==> config.mk <==
export PLATFORM = sky130hd
export DESIGN_NAME = mpr_multiport_reg
export DESIGN_NICKNAME = d
export VERILOG_FILES = /design/src/rtl/mpr_pkg.sv /design/src/rtl/mpr_gate_terms.sv /design/src/rtl/mpr_or_reduce.sv /design/src/rtl/mpr_state_reg.sv /design/src/rtl/mpr_multiport_reg.sv
export SDC_FILE = /design/constraint.sdc
export NUM_CORES = 1
export LEC_CHECK = 0
export CORE_MARGIN = 5
export CORE_UTILIZATION = 34
export CTS_CLUSTER_DIAMETER = 60
export DETAILED_ROUTE_END_ITERATION = 10
export PLACE_DENSITY_LB_ADDON = 0.05
export SLEW_MARGIN = 30
export SYNTH_ARGS = -nofsm -noshare
export SYNTH_HDL_FRONTEND = slang
export SYNTH_HIERARCHICAL = 1
export SYNTH_SLANG_ARGS = --single-unit
export TNS_END_PERCENT = 30
==> constraint.sdc <==
create_clock -name clk -period 1.46 [get_ports clk]
set_input_delay 0.146 -clock clk [delete_from_list [all_inputs] [get_ports clk]]
set_output_delay 0.146 -clock clk [all_outputs]
set_load 0.01 [all_outputs]
==> src/rtl/mpr_pkg.sv <==
package mpr_pkg;

   typedef enum logic [0:0] {
      MERGE_FLAT = 1'b0,
      MERGE_TREE = 1'b1
   } merge_style_e;

   function automatic int unsigned pad_pow2(input int unsigned n);
      int unsigned p;
      p = 1;
      while (p < n) p = p << 1;
      return p;
   endfunction

endpackage

==> src/rtl/mpr_gate_terms.sv <==
module mpr_gate_terms #(
   parameter int unsigned NUM_PORTS = 3,
   parameter int unsigned DATA_W    = 8,
   localparam int unsigned NUM_TERMS = NUM_PORTS + 1
) (
   input  logic [NUM_PORTS-1:0]             stb,
   input  logic [NUM_PORTS-1:0][DATA_W-1:0] data,
   input  logic [DATA_W-1:0]                held,
   output logic [NUM_TERMS-1:0][DATA_W-1:0] terms,
   output logic                             any
);

   logic any_w;

   always_comb begin
      any_w = 1'b0;
      for (int i = 0; i < int'(NUM_PORTS); i++) any_w = any_w | stb[i];
   end

   for (genvar g = 0; g < int'(NUM_PORTS); g++) begin : g_port
      assign terms[g] = data[g] & {DATA_W{stb[g]}};
   end

   assign terms[NUM_PORTS] = held & {DATA_W{~any_w}};
   assign any = any_w;

endmodule

==> src/rtl/mpr_or_reduce.sv <==
module mpr_or_reduce
   import mpr_pkg::*;
#(
   parameter int unsigned  NUM_IN = 4,
   parameter int unsigned  DATA_W = 8,
   parameter merge_style_e STYLE  = MERGE_TREE,
   localparam int unsigned PAD    = pad_pow2(NUM_IN),
   localparam int unsigned LEVELS = $clog2(PAD)
) (
   input  logic [NUM_IN-1:0][DATA_W-1:0] din,
   output logic [DATA_W-1:0]             dout
);

   if (STYLE == MERGE_FLAT) begin : g_flat
      always_comb begin
         dout = '0;
         for (int i = 0; i < int'(NUM_IN); i++) dout = dout | din[i];
      end
   end else begin : g_tree
      for (genvar l = 0; l <= int'(LEVELS); l++) begin : lvl
         logic [(PAD>>l)-1:0][DATA_W-1:0] v;
         if (l == 0) begin : g_leaf
            for (genvar j = 0; j < int'(PAD); j++) begin : g_j
               if (j < int'(NUM_IN)) begin : g_real
                  assign v[j] = din[j];
               end else begin : g_pad
                  assign v[j] = '0;
               end
            end
         end else begin : g_node
            for (genvar j = 0; j < int'(PAD >> l); j++) begin : g_j
               assign v[j] = lvl[l-1].v[2*j] | lvl[l-1].v[2*j+1];
            end
         end
      end
      assign dout = lvl[LEVELS].v[0];
   end

endmodule

==> src/rtl/mpr_state_reg.sv <==
module mpr_state_reg #(
   parameter int unsigned DATA_W = 8
) (
   input  logic              clk,
   input  logic              rst,
   input  logic [DATA_W-1:0] nxt,
   output logic [DATA_W-1:0] q
);

   logic [DATA_W-1:0] q_r;

   always_ff @(posedge clk) begin
      if (rst) q_r <= '0;
      else     q_r <= nxt;
   end

   assign q = q_r;

   // reset wins over any computed next value
   p_reset_clears_r5: assert property (@(posedge clk) rst |=> (q == '0))
      else $error("reset did not clear stored word");

endmodule

==> src/rtl/mpr_multiport_reg.sv <==
module mpr_multiport_reg
   import mpr_pkg::*;
#(
   parameter int unsigned  NUM_PORTS = 3,
   parameter int unsigned  DATA_W    = 8,
   parameter merge_style_e MERGE     = MERGE_TREE
) (
   input  logic                             clk,
   input  logic                             rst,
   input  logic [NUM_PORTS-1:0]             wr_stb,
   input  logic [NUM_PORTS-1:0][DATA_W-1:0] wr_data,
   output logic [DATA_W-1:0]                q,
   output logic                             any_stb
);

   localparam int unsigned NUM_TERMS = NUM_PORTS + 1;

   if (NUM_PORTS < 1) begin : g_chk_ports
      $error("NUM_PORTS must be at least 1");
   end
   if (DATA_W < 1) begin : g_chk_width
      $error("DATA_W must be at least 1");
   end

   logic [NUM_TERMS-1:0][DATA_W-1:0] terms;
   logic [DATA_W-1:0]                merged;
   logic                             any_w;
   logic [DATA_W-1:0]                q_w;

   mpr_gate_terms #(
      .NUM_PORTS(NUM_PORTS),
      .DATA_W   (DATA_W)
   ) u_terms (
      .stb  (wr_stb),
      .data (wr_data),
      .held (q_w),
      .terms(terms),
      .any  (any_w)
   );

   mpr_or_reduce #(
      .NUM_IN(NUM_TERMS),
      .DATA_W(DATA_W),
      .STYLE (MERGE)
   ) u_merge (
      .din (terms),
      .dout(merged)
   );

   mpr_state_reg #(
      .DATA_W(DATA_W)
   ) u_state (
      .clk(clk),
      .rst(rst),
      .nxt(merged),
      .q  (q_w)
   );

   assign q       = q_w;
   assign any_stb = any_w;

   // a lone strobe loads its own port's word
   for (genvar p = 0; p < int'(NUM_PORTS); p++) begin : g_chk_port
      p_single_load_r1: assert property (@(posedge clk) disable iff (rst)
         (wr_stb == (NUM_PORTS'(1) << p)) |=> (q == $past(wr_data[p])))
         else $error("single strobe load wrong on port %0d", p);
   end

   // quiet cycle keeps the word
   p_hold_r2: assert property (@(posedge clk) disable iff (rst)
      (wr_stb == '0) |=> $stable(q))
      else $error("word changed with no strobe");

   // combined strobe low means merge output is the held word
   p_idle_merge_r4: assert property (@(posedge clk) disable iff (rst)
      !any_stb |-> (merged == q))
      else $error("merge not transparent while idle");

   // combined strobe high implies at least one input strobe
   p_any_has_src_r4: assert property (@(posedge clk) disable iff (rst)
      any_stb |-> ($countones(wr_stb) > 0))
      else $error("combined strobe without a source");

endmodule

==> results.yml <==
run_status:
  status: "complete, no violations"
cells_and_area:
  flow.area_growth_from_synthesis_pct: 72.87
  most_frequent_cells_in_the_layout: "35 x clkdlybuf4s50_1, 16 x and2_1"
  layout_commonest_cell: "clkdlybuf4s50_1"
  finish.net_count: 132
  fraction_of_final_layout_cells_with_drive_strength_greater_than_1_pct: 16.83
  fillers: 143
  largest_reg_flops: 8
  antenna-diode-count: 0
min_path:
  min_to: "u_state/q[3]"
  hold_class: "input port to flop"
  min_from: "wr_stb[1]"
  hold_path_depth: 5
worst_setup_path:
  path_class: "input port to flop"
  timing.critical_path.arrival_ns: 1.56
  origin_of_the_critical_flop_to_flop_path: "u_state/q[5]"
  worst-r2r-cell-count: 3
  crit_path_max_incr_delay_ns: 0.51
  worstReg2RegEnd: "u_state/q[5]"
  setup.worst_path.end_class: "flop"
  critical_path.max_fanout: 16
  critical-path-slowest-cell: "or4_1"
  critPathLaunchType: "input port"
  r2r_slack_ns: 0.28
  path_cells: "clkdlybuf4s50_1 -> buf_12 -> and2_1 -> or4_1 -> nor2b_1"
  critical_path_required_ns: 1.59
synth:
  avgSynthCellArea_sq_um: 9.223
  post_synthesis_cell_area_sq_um: 571.8
  synth_largest_area_cell: "dfxtp_1"
  post_synth_inst_count: 62
  synth_seq_area_share_pct: 28.01
  yosys.cell_types.count: 11
  yosysWarningCount: 6
  post_synthesis_sequential_element_count: 8
  synth_top_cells_by_area: "dfxtp_1 28%, and2_1 18%, and2_2 11%, or4_1 11%, nor4b_1 9.2%"
  netlist.area_leader.share_pct: 28.01
  post_synth_net_total: 91
drt:
  drt_first_iter_violations: 1
  via_density: 4.923
  drt_pre_antenna_iters: 4
  vias_post_dr: 576
  drc: 0
  wire_per_inst_um: 13.03
  routed_wl_mm: 1.525
  ant_nets: 0
cts:
  clock_sinks: 8
  clock_tree.buffer_depth: 2
  clock_tree_from_tritoncts: "built"
  cts_made_buffers: 3
  htreeDepth: 1
  clk_pin_slew_ns: 0.06
  cts.root.buffer_cell: "clkbuf_4"
  clock_latency_ns: 0.25
power_and_ir_drop:
  power-per-cell-area_nw_per_um2: 634.5
  irDropWorstVdd_mv: 0.2923
  power.leakage_nw: 0.3833
  post-layout-total-power_uw: 627.1
place:
  dp_hpwl_mm: 1.204
  global_placer_s_final_weighted_congestion: 0.6625
  io_buffer_count: 37
sta:
  setup_tns_ns: 0
  finalSetupViolCount: 0
  timing_worst_slew_pin_value_ns: 0.3117
  worst_clock_skew_ns: 0
  hold_viol_final: 0
  max_fclk_ghz: 0.7040
  slew-limit-headroom_pct: 79.15
  period_minus_slack_ns: 1.421
  unrepaired_setup_endpoints_after_global_routing: "false"
  timing.final.crit_share_pct: 97.30
  final_max_slew_viol_count: 0
die:
  floorplan.die.height_um: 51.01
  placeableCoreArea_sq_um: 1559
  ioPinCount: 38
  start_util_pct: 36.68
  fp.dieArea_sq_um: 2602
  fp.dieW_um: 51.01
  row_count: 14
global_routing:
  grt_antenna_before_repair: 0
  gr-total-overflow: 0
  vias_in_the_first_global_route: 537
  largest_net_degree_at_the_start_of_global_routing: 17
  global_route_wire_length_before_repair_mm: 2.346
  groute.usage.overall_pct: 12.17
run:
  max-cap-violations: 0
-- synth_stat cells --
| library cell | n |
|---|---|
| and2_1 | 16 |
| and2_2 | 8 |
| buf_4 | 2 |
| buf_6 | 2 |
| buf_8 | 1 |
| dfxtp_1 | 8 |
| nor2b_1 | 8 |
| nor4b_1 | 6 |
| nor4b_2 | 2 |
| or3_1 | 1 |
| or4_1 | 8 |
-- where the power goes --
part	leakage [nW]	total (mW)	internal (mW)	switching, mW
clock	0.0138	0.169	0.0940	0.0746
combinational	0.303	0.214	0.152	0.0622
sequential	0.0669	0.244	0.236	0.00804
total	0.383	0.627	0.482	0.145
-- repair_timing --
item	in CTS	in global routing
hold endpoints to repair	0	0
hold buffers	0	0
gates resized for setup	1	1
endpoints found under the setup margin	1	1
setup buffers	0	0
-- worst max-delay path by stage --
stage | from | endpoint | slack (ns) | cells past startpoint
detailed placement | wr_stb[1] | u_state/q[0] | -0.24 | 5
global route | wr_stb[0] | u_state/q[5] | 0.02 | 5
finish | wr_stb[0] | u_state/q[0] | 0.04 | 5
CTS | wr_stb[1] | u_state/q[0] | 0.02 | 5
floorplan | wr_stb[1] | u_state/q[0] | 0.20 | 5
global placement | wr_stb[1] | u_state/q[0] | -0.23 | 5
-- worst max-delay path, delay by kind of cell --
family                 cells  cell delay, ns
AND/OR/NAND/NOR            3            0.78
buffers and inverters      2            0.63
-- logic make-up after synthesis --
| group | count (synthesis) | synth area share [%] |
|---|---|---|
| and+or+nand+nor | 49 | 62.80 |
| buffers and inverters | 5 | 9.189 |
| DFF | 8 | 28.01 |
-- metrics by stage --
| step | cell area [sq um] | utilization, % | std cells | hold WS [ns] | setup slack (ns) |
|---|---|---|---|---|---|
| after floorplan | 571.8 | - | 62 | 0.2176 | 0.2022 |
| after detailed placement | 964.7 | 61.88 | 114 | 0.7885 | -0.2429 |
| after global placement | 964.7 | 61.88 | 114 | 0.7420 | -0.2278 |
| final | 988.4 | 63.40 | 117 | 0.5302 | 0.03949 |
| after CTS | 985.9 | 63.24 | 117 | 0.6574 | 0.02285 |
| after global routing | 988.4 | 63.40 | 117 | 0.5529 | 0.01519 |
-- final cells by class --
type / instances / area (sq um) / area share (%)
repair buffers: 41 / 426.7 / 43.16
clock buffers: 3 / 22.52 / 2.278
flip-flops and latches: 8 / 160.2 / 16.20
well taps: 16 / 20.02 / 2.025
multi-input cells: 49 / 359.1 / 36.33
-- routing by layer --
layer	part of all wire, %	track usage, %	vias to the layer above
li1	-	-	296
met1	42	13.16	253
met2	49	20.39	25
met3	7.7	3.779	2
met4	0.79	8.072	0
met5	0	0	-
No activity file was read; power rests on OpenSTA's default activity.
